$ cat config.mk
export PLATFORM = sky130hd
export DESIGN_NAME = ppcs_regs
export DESIGN_NICKNAME = d
export VERILOG_FILES = /design/src/rtl/ppcs_pkg.sv /design/src/rtl/ppcs_sync.sv /design/src/rtl/ppcs_ctrl.sv /design/src/rtl/ppcs_irq.sv /design/src/rtl/ppcs_regs.sv
export SDC_FILE = /design/constraint.sdc
export NUM_CORES = 1
export LEC_CHECK = 0
export ABC_AREA = 1
export BUFFER_PORTS_ARGS = -buffer_cell sky130_fd_sc_hd__buf_2
export CAP_MARGIN = 30
export CELL_PAD_IN_SITES_DETAIL_PLACEMENT = 1
export CELL_PAD_IN_SITES_GLOBAL_PLACEMENT = 2
export CORE_MARGIN = 2
export CORE_UTILIZATION = 21
export DETAILED_ROUTE_END_ITERATION = 8
export GPL_ROUTABILITY_DRIVEN = 0
export PLACE_DENSITY_LB_ADDON = 0.12
export SETUP_SLACK_MARGIN = 0.5
export SLEW_MARGIN = 15
export SYNTH_ARGS = -nofsm -noshare
export SYNTH_HDL_FRONTEND = slang
export SYNTH_SLANG_ARGS = --single-unit
$ cat constraint.sdc
create_clock -name clk -period 0.8 [get_ports clk]
set_input_delay 0 -clock clk [delete_from_list [all_inputs] [get_ports clk]]
set_output_delay 0 -clock clk [all_outputs]
set_load 0.02 [all_outputs]
$ cat src/rtl/ppcs_pkg.sv
package ppcs_pkg;

  localparam int BYTE_W = 8;
  localparam int MODE_W = 3;
  localparam int CTRL_W = 6;
  localparam int STAT_LINES = 5;

  typedef struct packed {
    logic dir_req;
    logic irq_en;
    logic slct_in;
    logic init_lvl;
    logic autofd;
    logic strobe;
  } ctrl_t;

  typedef struct packed {
    logic busy;
    logic ack_n;
    logic perror;
    logic select;
    logic fault_n;
  } stat_t;

  function automatic logic [BYTE_W-1:0] pack_status(input stat_t s);
    pack_status = {~s.busy, s.ack_n, s.perror, s.select, s.fault_n, 3'b000};
  endfunction

  function automatic logic [BYTE_W-1:0] pack_ctrl(input ctrl_t c);
    pack_ctrl = {{(BYTE_W-CTRL_W){1'b0}}, c};
  endfunction

  function automatic logic mode_forces_out(input logic [MODE_W-1:0] m);
    mode_forces_out = (m == 3'b000) || (m == 3'b010);
  endfunction

  function automatic logic eff_dir_in(input logic [MODE_W-1:0] m, input logic req);
    eff_dir_in = req & ~mode_forces_out(m);
  endfunction

endpackage

$ cat src/rtl/ppcs_sync.sv
module ppcs_sync #(
  parameter int WIDTH  = 5,
  parameter int STAGES = 2
) (
  input  logic             clk,
  input  logic             rst_n,
  input  logic [WIDTH-1:0] d_i,
  output logic [WIDTH-1:0] q_o
);

  logic [WIDTH-1:0] stage_q [STAGES];

  genvar gi;
  generate
    for (gi = 0; gi < STAGES; gi++) begin : g_stage
      if (gi == 0) begin : g_first
        always_ff @(posedge clk or negedge rst_n) begin
          if (!rst_n) stage_q[gi] <= '0;
          else        stage_q[gi] <= d_i;
        end
      end else begin : g_next
        always_ff @(posedge clk or negedge rst_n) begin
          if (!rst_n) stage_q[gi] <= '0;
          else        stage_q[gi] <= stage_q[gi-1];
        end
      end
    end
  endgenerate

  assign q_o = stage_q[STAGES-1];

endmodule

$ cat src/rtl/ppcs_ctrl.sv
module ppcs_ctrl
  import ppcs_pkg::*;
(
  input  logic              clk,
  input  logic              rst_n,
  input  logic              wr_ctrl,
  input  logic [BYTE_W-1:0] wdata,
  input  logic [MODE_W-1:0] mode,
  output ctrl_t             ctrl_q,
  output logic              strobe_n_o,
  output logic              autofd_n_o,
  output logic              init_n_o,
  output logic              slctin_n_o,
  output logic              dir_in_o
);

  always_ff @(posedge clk or negedge rst_n) begin
    if (!rst_n)       ctrl_q <= '0;
    else if (wr_ctrl) ctrl_q <= ctrl_t'(wdata[CTRL_W-1:0]);
  end

  assign strobe_n_o = ~ctrl_q.strobe;
  assign autofd_n_o = ~ctrl_q.autofd;
  assign slctin_n_o = ~ctrl_q.slct_in;
  assign init_n_o   = ctrl_q.init_lvl;
  assign dir_in_o   = eff_dir_in(mode, ctrl_q.dir_req);

endmodule

$ cat src/rtl/ppcs_irq.sv
module ppcs_irq (
  input  logic clk,
  input  logic rst_n,
  input  logic ack_sync,
  input  logic irq_en,
  input  logic stat_rd,
  output logic ack_rise,
  output logic irq_o
);

  logic ack_prev;

  always_ff @(posedge clk or negedge rst_n) begin
    if (!rst_n) ack_prev <= 1'b0;
    else        ack_prev <= ack_sync;
  end

  assign ack_rise = ack_sync & ~ack_prev;

  // A new edge wins over a clearing read in the same cycle
  always_ff @(posedge clk or negedge rst_n) begin
    if (!rst_n) irq_o <= 1'b0;
    else        irq_o <= irq_en & (ack_rise | (irq_o & ~stat_rd));
  end

endmodule

$ cat src/rtl/ppcs_regs.sv
module ppcs_regs
  import ppcs_pkg::*;
#(
  parameter int ADDR_W      = 3,
  parameter int STAT_OFS    = 1,
  parameter int CTRL_OFS    = 2,
  parameter int SYNC_STAGES = 2
) (
  input  logic              clk,
  input  logic              rst_n,
  input  logic              cs,
  input  logic              rd,
  input  logic              wr,
  input  logic [ADDR_W-1:0] addr,
  input  logic [7:0]        wdata,
  output logic [7:0]        rdata,
  input  logic [2:0]        mode,
  input  logic              fault_n_i,
  input  logic              select_i,
  input  logic              perror_i,
  input  logic              ack_n_i,
  input  logic              busy_i,
  output logic              strobe_n_o,
  output logic              autofd_n_o,
  output logic              init_n_o,
  output logic              slctin_n_o,
  output logic              dir_in_o,
  output logic              irq_o
);

  localparam logic [ADDR_W-1:0] STAT_A = ADDR_W'(STAT_OFS);
  localparam logic [ADDR_W-1:0] CTRL_A = ADDR_W'(CTRL_OFS);

  stat_t stat_raw, stat_s;
  ctrl_t ctrl_q;
  logic  hit_stat, hit_ctrl, stat_rd, wr_ctrl;
  logic  ack_rise, irq_en;

  assign hit_stat = cs & (addr == STAT_A);
  assign hit_ctrl = cs & (addr == CTRL_A);
  assign stat_rd  = hit_stat & rd;
  assign wr_ctrl  = hit_ctrl & wr;

  assign stat_raw = '{busy: busy_i, ack_n: ack_n_i, perror: perror_i,
                      select: select_i, fault_n: fault_n_i};

  ppcs_sync #(.WIDTH(STAT_LINES), .STAGES(SYNC_STAGES)) u_sync (
    .clk(clk), .rst_n(rst_n), .d_i(stat_raw), .q_o(stat_s)
  );

  ppcs_ctrl u_ctrl (
    .clk(clk), .rst_n(rst_n), .wr_ctrl(wr_ctrl), .wdata(wdata), .mode(mode),
    .ctrl_q(ctrl_q), .strobe_n_o(strobe_n_o), .autofd_n_o(autofd_n_o),
    .init_n_o(init_n_o), .slctin_n_o(slctin_n_o), .dir_in_o(dir_in_o)
  );

  assign irq_en = ctrl_q.irq_en;

  ppcs_irq u_irq (
    .clk(clk), .rst_n(rst_n), .ack_sync(stat_s.ack_n), .irq_en(irq_en),
    .stat_rd(stat_rd), .ack_rise(ack_rise), .irq_o(irq_o)
  );

  always_comb begin
    rdata = '0;
    if (cs && rd) begin
      if (addr == STAT_A)      rdata = pack_status(stat_s);
      else if (addr == CTRL_A) rdata = pack_ctrl(ctrl_q);
    end
  end

endmodule

==> results.md, run 1 <==
* Row count at 21
* Htree depth at 1
* DRT iter0 DRCs at 4
* Slowest stage delay, CP at 0.39 ns
* Reg-to-Reg End: u_irq.irq_o
* Final Power at 2.24 mW
* Worst R2R Setup Slack at -0.12 ns
* Overflow after GRT at 0
* Post-synthesis sequential area ratio at 0.630
* Reg2reg path depth at 4
* Sw Share at 0.295
* Reg power frac at 0.477
* Setup crit end: rdata[5]
* Nets at 143
* Vias in the first global route at 654
* CP arrival at 0.99 ns
* DRC at 0
* Die area at 0.00388 mm²
* Final setup skew at 0.00327 ns
* CP Class: flip-flop to primary output
* Vias/cell at 3.76
* Clk slew on worst S/H paths at 0.10 ns
* Post-Syn Area at 714 µm²
* First-pass GRT wire length at 2910 µm
* First element of the critical path: u_ctrl.ctrl_q[5]
* Antenna-violating nets left at 0
* Die Height at 62.3 µm
* Share of layout cells above drive strength 1 at 0.686
* Clock latency on the worst-skew pair at 0.29 ns
* Setup slack at placement at -0.142 ns
* Int Power at 1.58 mW
* Synthesized flop and latch total at 18
* Finish-stage setup viols at 16
* # clock sinks at 18
* Yosys cell types at 12
* VDD IR max at 0.694 mV
* Crit-path cells: inv_2, o21ai_4, buf_6
* Total track usage at 0.0975
* Setup WS post-layout at -0.189 ns
* Buffer levels on the longest clock path at 2
* Combinational power share at 0.281
* CP Data Required Time at 0.80 ns
* TritonCTS clock tree: built
* RR Startpoint: u_sync.q_o[3]
* Yosys Warn Count at 0
* DR pass1 iterations at 2
* Normalized max-slew margin at 0.734
* Fin. Hold Viols at 29
* Initial core utilization at 0.216
* Setup crit end kind: primary output
* Startpoint types: flip-flop
* Clk root buf: clkbuf_4
* Worst-Margin Slew at 0.398 ns
* ANT cells at 0
* Syn Area/Cell at 10.2 µm²
* Hold_ws at -0.378 ns
* Total power per unit cell area at 1740 mW/mm²
* Hold crit path type: input port to async pin
* Critical-path top delay cell: dfrtp_1
* Drt total wl at 1730 µm
* Crit Path Max Fanout at 2
* Die W at 62.3 µm
* Maxcap violations at 0
* Core area at 0.00331 mm²
* Layout Area Growth over Synthesis at 80.2%
* WL/cell at 10.6 µm
* Clk pwr share at 0.242
* Failing checks: hold timing, setup timing
* Largest net degree at the start of global routing at 19
* Unrepaired setup endpoints after global routing: true
* Leakage at 0.618 nW
* Port Buffer Count at 34
* Min Tclk post-route at 0.989 ns
* Number of I/O pins at 38
* DR vias at 617
* Initial antenna violation count at 0
* CTS Buf Count at 3
* Outcome: complete, but fails checks
* DP HPWL at 1290 µm
* Final worst-path cycle share at 1.24
* F_max at 1.01 GHz
* Cells after synthesis at 70
* Syn Nets at 94
* Sw Pwr at 0.660 mW
* Max Slew Vio Count at 0
metrics by stage:
stage	area (µm²)	std cells	util	setup TNS [ns]
2_1_floorplan	826	70	-	0
3_5_place_dp	1080	153	0.325	-1.20
3_3_place_gp	1080	153	0.325	-0.942
5_1_grt	1290	164	0.389	-2.84
4_1_cts	1230	160	0.372	-2.09
6_report	1290	164	0.389	-1.89
flip-flops by register name (all words and copies together) (netlist names):
name and flops:
u_ctrl.ctrl_q 5, u_ctrl.init_n_o 1, u_sync.stage_q 5, u_irq.ack_prev 1, u_sync.q_o 5, u_irq.irq_o 1
per-layer routing:
layer,routed length [µm],track usage,share of wire
met1,723,0.122,0.42
met2,885,0.152,0.51
met3,103,0.0236,0.059
met4,20,0.0583,0.012
met5,0,0,0
Yosys cell counts:
cell / count / area [µm²]
dfrtp_1: 18 / 450
nand2_1: 15 / 56.3
inv_1: 9 / 33.8
nand3_1: 9 / 45.0
nor2_1: 8 / 30.0
o21ai_2: 3 / 26.3
nand2_2: 2 / 12.5
nand2_4: 2 / 22.5
a21oi_1: 1 / 5.00
nor2_2: 1 / 6.26
nor2_8: 1 / 20.0
or2_2: 1 / 6.26
how the worst min path moves through the flow:
stage / from / end / cells past startpoint
global placement: rst_n / u_sync.stage_q[8] / 1
CTS: rst_n / u_sync.stage_q[9] / 1
finish: rst_n / u_sync.stage_q[9] / 1
floorplan: rst_n / u_ctrl.ctrl_q[0] / 0
detailed placement: rst_n / u_sync.stage_q[9] / 1
global route: rst_n / u_sync.q_o[4] / 1
final cells by class:
cell class,instances,area (µm²)
clock buffer,4,36.3
fill,382,2020
inverter,9,50.0
multi-input combinational,43,354
sequential,18,452
tap,46,57.6
timing repair buffer,44,338
logic make-up (layout without fill, tap and decap cells):
| kind of cell | Yosys count | in the layout | share of synthesized area |
|---|---|---|---|
| AO/OA/AOI/OAI | 4 | 4 | 0.0438 |
| flip-flops | 18 | 18 | 0.630 |
| AND/OR/NAND/NOR | 39 | 39 | 0.278 |
| buffers and inverters | 9 | 57 | 0.0473 |
cell usage in the layout (no fill, tap or decap), drive strengths merged:
| cell type | count |
|---|---|
| a21oi | 1 |
| buf | 44 |
| clkbuf | 4 |
| o21ai | 3 |
| or2 | 1 |
| nand3 | 9 |
| nand2 | 19 |
| inv | 9 |
| dfrtp | 18 |
| nor2 | 10 |
repair_timing:
item | 4_1_cts | 5_1_grt
resized for setup | 30 | 9
endpoints found under the setup margin | 27 | 27
buffers inserted | 3 | 4
pin swaps | 1 | 1
hold endpoints to repair | 29 | 29
worst max-delay path: cells and delay by family (launching register included):
family	cells	cell delay [ns]
DFF	1	0.39
buffers and inverters	2	0.21
AOI/OAI and AO/OA	1	0.12
power groups by stage:
stage | sequential, mW | clock (mW) | combinational, mW
2_1_floorplan | 1.09 | 0 | 0.255
3_3_place_gp | 1.07 | 0 | 0.450
3_5_place_dp | 1.08 | 0 | 0.455
4_1_cts | 1.06 | 0.575 | 0.561
5_1_grt | 1.08 | 0.613 | 0.689
6_report | 1.07 | 0.541 | 0.629
Note: power is estimated with default switching activity, not from simulation.
==> run 2, diff against run 1 <==
--- a/config.mk
+++ b/config.mk
@@ -10,7 +10,7 @@
 export CAP_MARGIN = 30
 export CELL_PAD_IN_SITES_DETAIL_PLACEMENT = 1
 export CELL_PAD_IN_SITES_GLOBAL_PLACEMENT = 2
-export CORE_MARGIN = 2
+export CORE_MARGIN = 8
 export CORE_UTILIZATION = 21
 export DETAILED_ROUTE_END_ITERATION = 8
 export GPL_ROUTABILITY_DRIVEN = 0
==> results.md, run 2 (synthesized netlist as in run 1, its figures left out) <==
* Crit Path Max Fanout at 2 (unchanged)
* CP Class: flip-flop to primary output (unchanged)
* Finish-stage setup viols at 16 (unchanged)
* Overflow after GRT at 0 (unchanged)
* CP Data Required Time at 0.80 ns (about the same)
* Min Tclk post-route at 0.982 ns (was 0.989 ns)
* Worst-Margin Slew at 0.385 ns (was 0.398 ns)
* Vias in the first global route at 714 (was 654)
* Share of layout cells above drive strength 1 at 0.669 (was 0.686)
* Setup crit end kind: primary output (unchanged)
* Total track usage at 0.0783 (was 0.0975)
* Reg power frac at 0.471 (was 0.477)
* Total power per unit cell area at 1770 mW/mm² (was 1740 mW/mm²)
* WP depth at 3 (unchanged)
* Max Slew Vio Count at 0 (unchanged)
* VDD IR max at 0.699 mV (was 0.694 mV)
* Leakage at 0.620 nW (was 0.618 nW)
* Core area at 0.00331 mm² (unchanged)
* Int Power at 1.60 mW (was 1.58 mW)
* Reg2reg path depth at 4 (unchanged)
* Sw Share at 0.295 (about the same)
* Vias/cell at 3.77 (was 3.76)
* Die Height at 74.3 µm (was 62.3 µm)
* Clk root buf: clkbuf_4 (unchanged)
* Buffer levels on the longest clock path at 2 (unchanged)
* Die area at 0.00552 mm² (was 0.00388 mm²)
* TritonCTS clock tree: built (unchanged)
* Highest-count cells in the layout ignoring fill and taps: buf_2 (20), dfrtp_1 (17), buf_6 (15) (was buf_2 (21), dfrtp_1 (17), buf_6 (16))
* Setup crit end: rdata[3] (was rdata[5])
* Slowest stage delay, CP at 0.38 ns (was 0.39 ns)
* DRC at 0 (unchanged)
* Die W at 74.3 µm (was 62.3 µm)
* Layout Area Growth over Synthesis at 79.7% (was 80.2%)
* Final Util at 0.388 (was 0.389)
* Largest net degree at the start of global routing at 19 (unchanged)
* Critical-path top delay cell: dfrtp_1 (unchanged)
* Post-route cell area at 0.00128 mm² (was 0.00129 mm²)
* RR Startpoint: u_sync.q_o[3] (unchanged)
* Cell family with most CP delay: flip-flops (unchanged)
* Outcome: complete, but fails checks (unchanged)
* First element of the critical path: u_ctrl.ctrl_q[3] (was u_ctrl.ctrl_q[5])
* Worst R2R Setup Slack at -0.11 ns (was -0.12 ns)
* # clock sinks at 18 (unchanged)
* Clk slew on worst S/H paths at 0.10 ns (about the same)
* F_max at 1.02 GHz (was 1.01 GHz)
* Maxcap violations at 0 (unchanged)
* CTS Buf Count at 3 (unchanged)
* Crit-path cells: inv_2, o21ai_4, buf_6 (unchanged)
* Hold crit path type: input port to async pin (unchanged)
* Number of I/O pins at 38 (unchanged)
* ANT cells at 0 (unchanged)
* Crit path buf inv count at 2 (unchanged)
* Clk pwr share at 0.240 (was 0.242)
* Fin. Hold Viols at 29 (unchanged)
* Hold_ws at -0.383 ns (was -0.378 ns)
* Failing checks: hold timing, setup timing (unchanged)
* DR pass1 iterations at 2 (unchanged)
* First-pass GRT wire length at 3230 µm (was 2910 µm)
* Setup TNS Final at -1.83 ns (was -1.89 ns)
* Dpl cell area at 0.00108 mm² (unchanged)
* Row count at 21 (unchanged)
* Initial core utilization at 0.216 (unchanged)
* DR vias at 619 (was 617)
* DRT iter0 DRCs at 2 (was 4)
* Setup WS post-layout at -0.182 ns (was -0.189 ns)
* Reg-to-Reg End: u_irq.irq_o (unchanged)
* Combinational power share at 0.289 (was 0.281)
* Normalized max-slew margin at 0.743 (was 0.734)
* Initial antenna violation count at 0 (unchanged)
* Clock latency on the worst-skew pair at 0.28 ns (was 0.29 ns)
* Antenna-violating nets left at 0 (unchanged)
* Unrepaired setup endpoints after global routing: true (unchanged)
* Nets at 143 (unchanged)
* Final setup skew at 0.00287 ns (was 0.00327 ns)
* Drt total wl at 1960 µm (was 1730 µm)
* Commonest non-fill, non-tap cell in the layout: buf_2 (unchanged)
* Startpoint types: flip-flop (unchanged)
* WL/cell at 11.9 µm (was 10.6 µm)
* Fill count at 397 (was 382)
* DP HPWL at 1510 µm (was 1290 µm)
* Htree depth at 1 (unchanged)
* Port Buffer Count at 34 (unchanged)
* Sw Pwr at 0.669 mW (was 0.660 mW)
* Final worst-path cycle share at 1.23 (was 1.24)
* CP arrival at 0.98 ns (was 0.99 ns)
## run 2: cell types whose count changed in the layout (fill, tap and decap cells not counted)
cell    before  now
nor2_1       1    2
nor2_2       2    1
buf_6       16   15
buf_2       21   20
inv_1        0    1
inv_2        8    7
buf_4        7    9
## run 2: how the worst min path moves through the flow
stage / to / slack [ns] / cells after the start
4_1_cts: u_sync.stage_q[5] / -0.37 / 1
3_5_place_dp: u_sync.stage_q[9] / -0.05 / 1
6_report: u_sync.stage_q[9] / -0.38 / 1
2_1_floorplan: u_ctrl.ctrl_q[0] / -0.30 / 0
3_3_place_gp: u_sync.stage_q[8] / -0.04 / 1
5_1_grt: u_sync.stage_q[9] / -0.37 / 1
## run 2: power groups by stage
stage	logic, mW	registers (mW)	clock network [mW]
after CTS	0.583	1.06	0.574
after floorplan	0.255	1.09	0
after detailed placement	0.460	1.08	0
after global routing	0.718	1.08	0.608
final	0.656	1.07	0.543
after global placement	0.455	1.07	0
## run 2: per-layer routing
| layer | wire [µm] | share of wire | vias to the layer above | track usage |
|---|---|---|---|---|
| li1 | - | - | 313 | - |
| met1 | 792 | 0.40 | 285 | 0.0872 |
| met2 | 950 | 0.49 | 19 | 0.124 |
| met3 | 199 | 0.10 | 2 | 0.0350 |
| met4 | 14 | 0.0072 | 0 | 0.0391 |
| met5 | 0 | 0 | - | 0 |
## run 2: per-stage QoR
| step | instances | hold WS, ns | power (mW) | worst slack (ns) |
|---|---|---|---|---|
| 3_3_place_gp | 153 | -0.0432 | 1.53 | -0.114 |
| 5_1_grt | 164 | -0.367 | 2.40 | -0.234 |
| 4_1_cts | 160 | -0.373 | 2.22 | -0.194 |
| 2_1_floorplan | 70 | -0.296 | 1.34 | 0.0563 |
| 3_5_place_dp | 153 | -0.0470 | 1.54 | -0.136 |
| 6_report | 164 | -0.383 | 2.27 | -0.182 |
## run 2: layout make-up
type | instances | area [µm²] | share of cell area
Clock buffer | 4 | 36.3 | 0.0283
Inverter | 9 | 50.0 | 0.0390
Tap cell | 46 | 57.6 | 0.0448
Timing Repair Buffer | 44 | 337 | 0.262
Multi-Input combinational cell | 43 | 352 | 0.274
Sequential cell | 18 | 452 | 0.352
## run 2: what timing repair did
action                     in CTS  in global routing
resized for setup              33                  4
buffers inserted                3                  4
setup endpoints to repair      27                 27
hold endpoints to repair       29                 29
pin swaps                       2                  1
==> run 3, diff against run 2 <==
--- a/config.mk
+++ b/config.mk
@@ -6,11 +6,11 @@
 export NUM_CORES = 1
 export LEC_CHECK = 0
 export ABC_AREA = 1
-export BUFFER_PORTS_ARGS = -buffer_cell sky130_fd_sc_hd__buf_2
+export BUFFER_PORTS_ARGS = -buffer_cell sky130_fd_sc_hd__buf_4
 export CAP_MARGIN = 30
 export CELL_PAD_IN_SITES_DETAIL_PLACEMENT = 1
 export CELL_PAD_IN_SITES_GLOBAL_PLACEMENT = 2
-export CORE_MARGIN = 8
+export CORE_MARGIN = 3
 export CORE_UTILIZATION = 21
 export DETAILED_ROUTE_END_ITERATION = 8
 export GPL_ROUTABILITY_DRIVEN = 0
==> results.md, run 3 (synthesized netlist as in run 1, its figures left out) <==
* Outcome: complete, but fails checks (unchanged)
* Failing checks: hold timing, setup timing (unchanged)
* Reg-to-Reg End: u_irq.irq_o (unchanged)
* Worst R2R Setup Slack at 0 ns (was -0.11 ns)
* Antenna-violating nets left at 0 (unchanged)
* F_max at 1.03 GHz (was 1.02 GHz)
* Fill count at 365 (was 397)
* Leakage at 0.616 nW (was 0.620 nW)
* Final setup skew at 0.00689 ns (was 0.00287 ns)
* DR vias at 616 (was 619)
* Fin cells at 158 (was 164)
* Initial antenna violation count at 0 (unchanged)
* Hold crit path type: input port to async pin (unchanged)
* Setup WS post-layout at -0.166 ns (was -0.182 ns)
* Vias in the first global route at 676 (was 714)
* Nets at 139 (was 143)
* Row count at 20 (was 21)
* CP Class: flip-flop to primary output (unchanged)
* Normalized max-slew margin at 0.837 (was 0.743)
* Clk slew on worst S/H paths at 0.10 ns (about the same)
* Drt total wl at 1740 µm (was 1960 µm)
* Highest-count cells in the layout ignoring fill and taps: buf_4 (25), dfrtp_1 (17), buf_6 (15) (was buf_2 (20), dfrtp_1 (17), buf_6 (15))
* Clock latency on the worst-skew pair at 0.28 ns (about the same)
* CP arrival at 0.97 ns (was 0.98 ns)
* Share of layout cells above drive strength 1 at 0.675 (was 0.669)
* CTS Buf Count at 3 (unchanged)
* Setup slack at placement at -0.0617 ns (was -0.136 ns)
* Vias/cell at 3.90 (was 3.77)
* Die W at 64.3 µm (was 74.3 µm)
* CP Data Required Time at 0.80 ns (about the same)
* WL/cell at 11.0 µm (was 11.9 µm)
* Slowest stage delay, CP at 0.37 ns (was 0.38 ns)
* Layout Area Growth over Synthesis at 81.8% (was 79.7%)
* Worst-Margin Slew at 0.245 ns (was 0.385 ns)
* VDD IR max at 1.13 mV (was 0.699 mV)
* Finish-stage setup viols at 14 (was 16)
* DRC at 0 (unchanged)
* Setup crit end: rdata[4] (was rdata[3])
* Cell Count Post-Placement at 150 (was 153)
* DR pass1 iterations at 3 (was 2)
* Die Height at 64.3 µm (was 74.3 µm)
* Setup crit end kind: primary output (unchanged)
* Htree depth at 1 (unchanged)
* TritonCTS clock tree: built (unchanged)
* Buffer levels on the longest clock path at 2 (unchanged)
* DRT iter0 DRCs at 1 (was 2)
* Port Buffer Count at 34 (unchanged)
* Dpl cell area at 0.00115 mm² (was 0.00108 mm²)
* Maxcap violations at 0 (unchanged)
* Fin. Hold Viols at 29 (unchanged)
* Crit-path cells: inv_2, o21ai_4, buf_6 (unchanged)
* # clock sinks at 18 (unchanged)
* Area of the multi-input gates at 349 µm² (was 352 µm²)
* Clk root buf: clkbuf_4 (unchanged)
* Reg2reg path depth at 3 (was 4)
* RR Startpoint: u_sync.q_o[3] (unchanged)
* Crit Path Max Fanout at 2 (unchanged)
* First element of the critical path: u_ctrl.ctrl_q[4] (was u_ctrl.ctrl_q[3])
* Storage cell area at 452 µm² (unchanged)
* Core area at 0.00315 mm² (was 0.00331 mm²)
* Final worst-path cycle share at 1.21 (was 1.23)
* Final Power at 2.23 mW (was 2.27 mW)
* Number of I/O pins at 38 (unchanged)
* Largest net degree at the start of global routing at 19 (unchanged)
* Overflow after GRT at 0 (unchanged)
* ANT cells at 0 (unchanged)
* Post-route cell area at 0.00130 mm² (was 0.00128 mm²)
* Unrepaired setup endpoints after global routing: true (unchanged)
* First-pass GRT wire length at 3140 µm (was 3230 µm)
* DP HPWL at 1360 µm (was 1510 µm)
* Total track usage at 0.0991 (was 0.0783)
* Max Slew Vio Count at 0 (unchanged)
* Final Util at 0.412 (was 0.388)
* Hold_ws at -0.438 ns (was -0.383 ns)
* Min Tclk post-route at 0.966 ns (was 0.982 ns)
* Die area at 0.00414 mm² (was 0.00552 mm²)
* Initial core utilization at 0.227 (was 0.216)
* Commonest non-fill, non-tap cell in the layout: buf_4 (was buf_2)
* Startpoint types: flip-flop (unchanged)
* Total power per unit cell area at 1710 mW/mm² (was 1770 mW/mm²)
* Critical-path top delay cell: dfrtp_1 (unchanged)
run 3: cell types whose count changed in the layout (fill, tap and decap cells not counted), sizes merged:
cell  delta
buf      -4
run 3: timing repair:
action	4_1_cts	5_1_grt
pin swaps	2	2
endpoints found under the hold margin	29	29
setup endpoints to repair	27	27
setup buffers	3	1
gates resized for setup	18	6
run 3: worst min-delay path by stage:
| stage | startpoint | endpoint | slack, ns |
|---|---|---|---|
| finish | rst_n | u_ctrl.ctrl_q[4] | -0.44 |
| CTS | rst_n | u_ctrl.init_n_o | -0.44 |
| global placement | rst_n | u_ctrl.ctrl_q[0] | -0.12 |
| floorplan | rst_n | u_ctrl.ctrl_q[0] | -0.30 |
| detailed placement | rst_n | u_ctrl.ctrl_q[0] | -0.12 |
| global route | rst_n | u_ctrl.ctrl_q[3] | -0.44 |
run 3: critical path, delay by kind of cell (launching register included):
family                 cells  cell delay [ns]
AO/OA/AOI/OAI              1             0.13
buffers and inverters      2             0.18
flip-flops                 1             0.37
run 3: area by class of cell:
cell class	count	area share
sequential	18	0.348
timing repair buffer	40	0.275
inverter	9	0.0385
clock buffer	4	0.0279
multi-input combinational	43	0.269
tap	44	0.0424
run 3: report_power, final:
part | total (mW) | internal, mW | switching [mW]
Combinational | 0.624 | 0.302 | 0.322
Sequential | 1.07 | 1.01 | 0.0608
Clock | 0.536 | 0.277 | 0.259
Total | 2.23 | 1.58 | 0.643
run 3: metrics by stage:
stage	setup TNS, ns	hold WS [ns]
2_1_floorplan	0	-0.296
3_3_place_gp	-0.231	-0.115
3_5_place_dp	-0.283	-0.115
4_1_cts	-1.90	-0.439
5_1_grt	-2.56	-0.445
6_report	-1.63	-0.438
run 3: routing by layer:
layer,global-route usage,share of wire,vias to the layer above
met4,0.0237,0.011,0
met2,0.164,0.55,18
li1,-,-,303
met5,0,0,-
met3,0.0422,0.055,2
met1,0.119,0.39,293
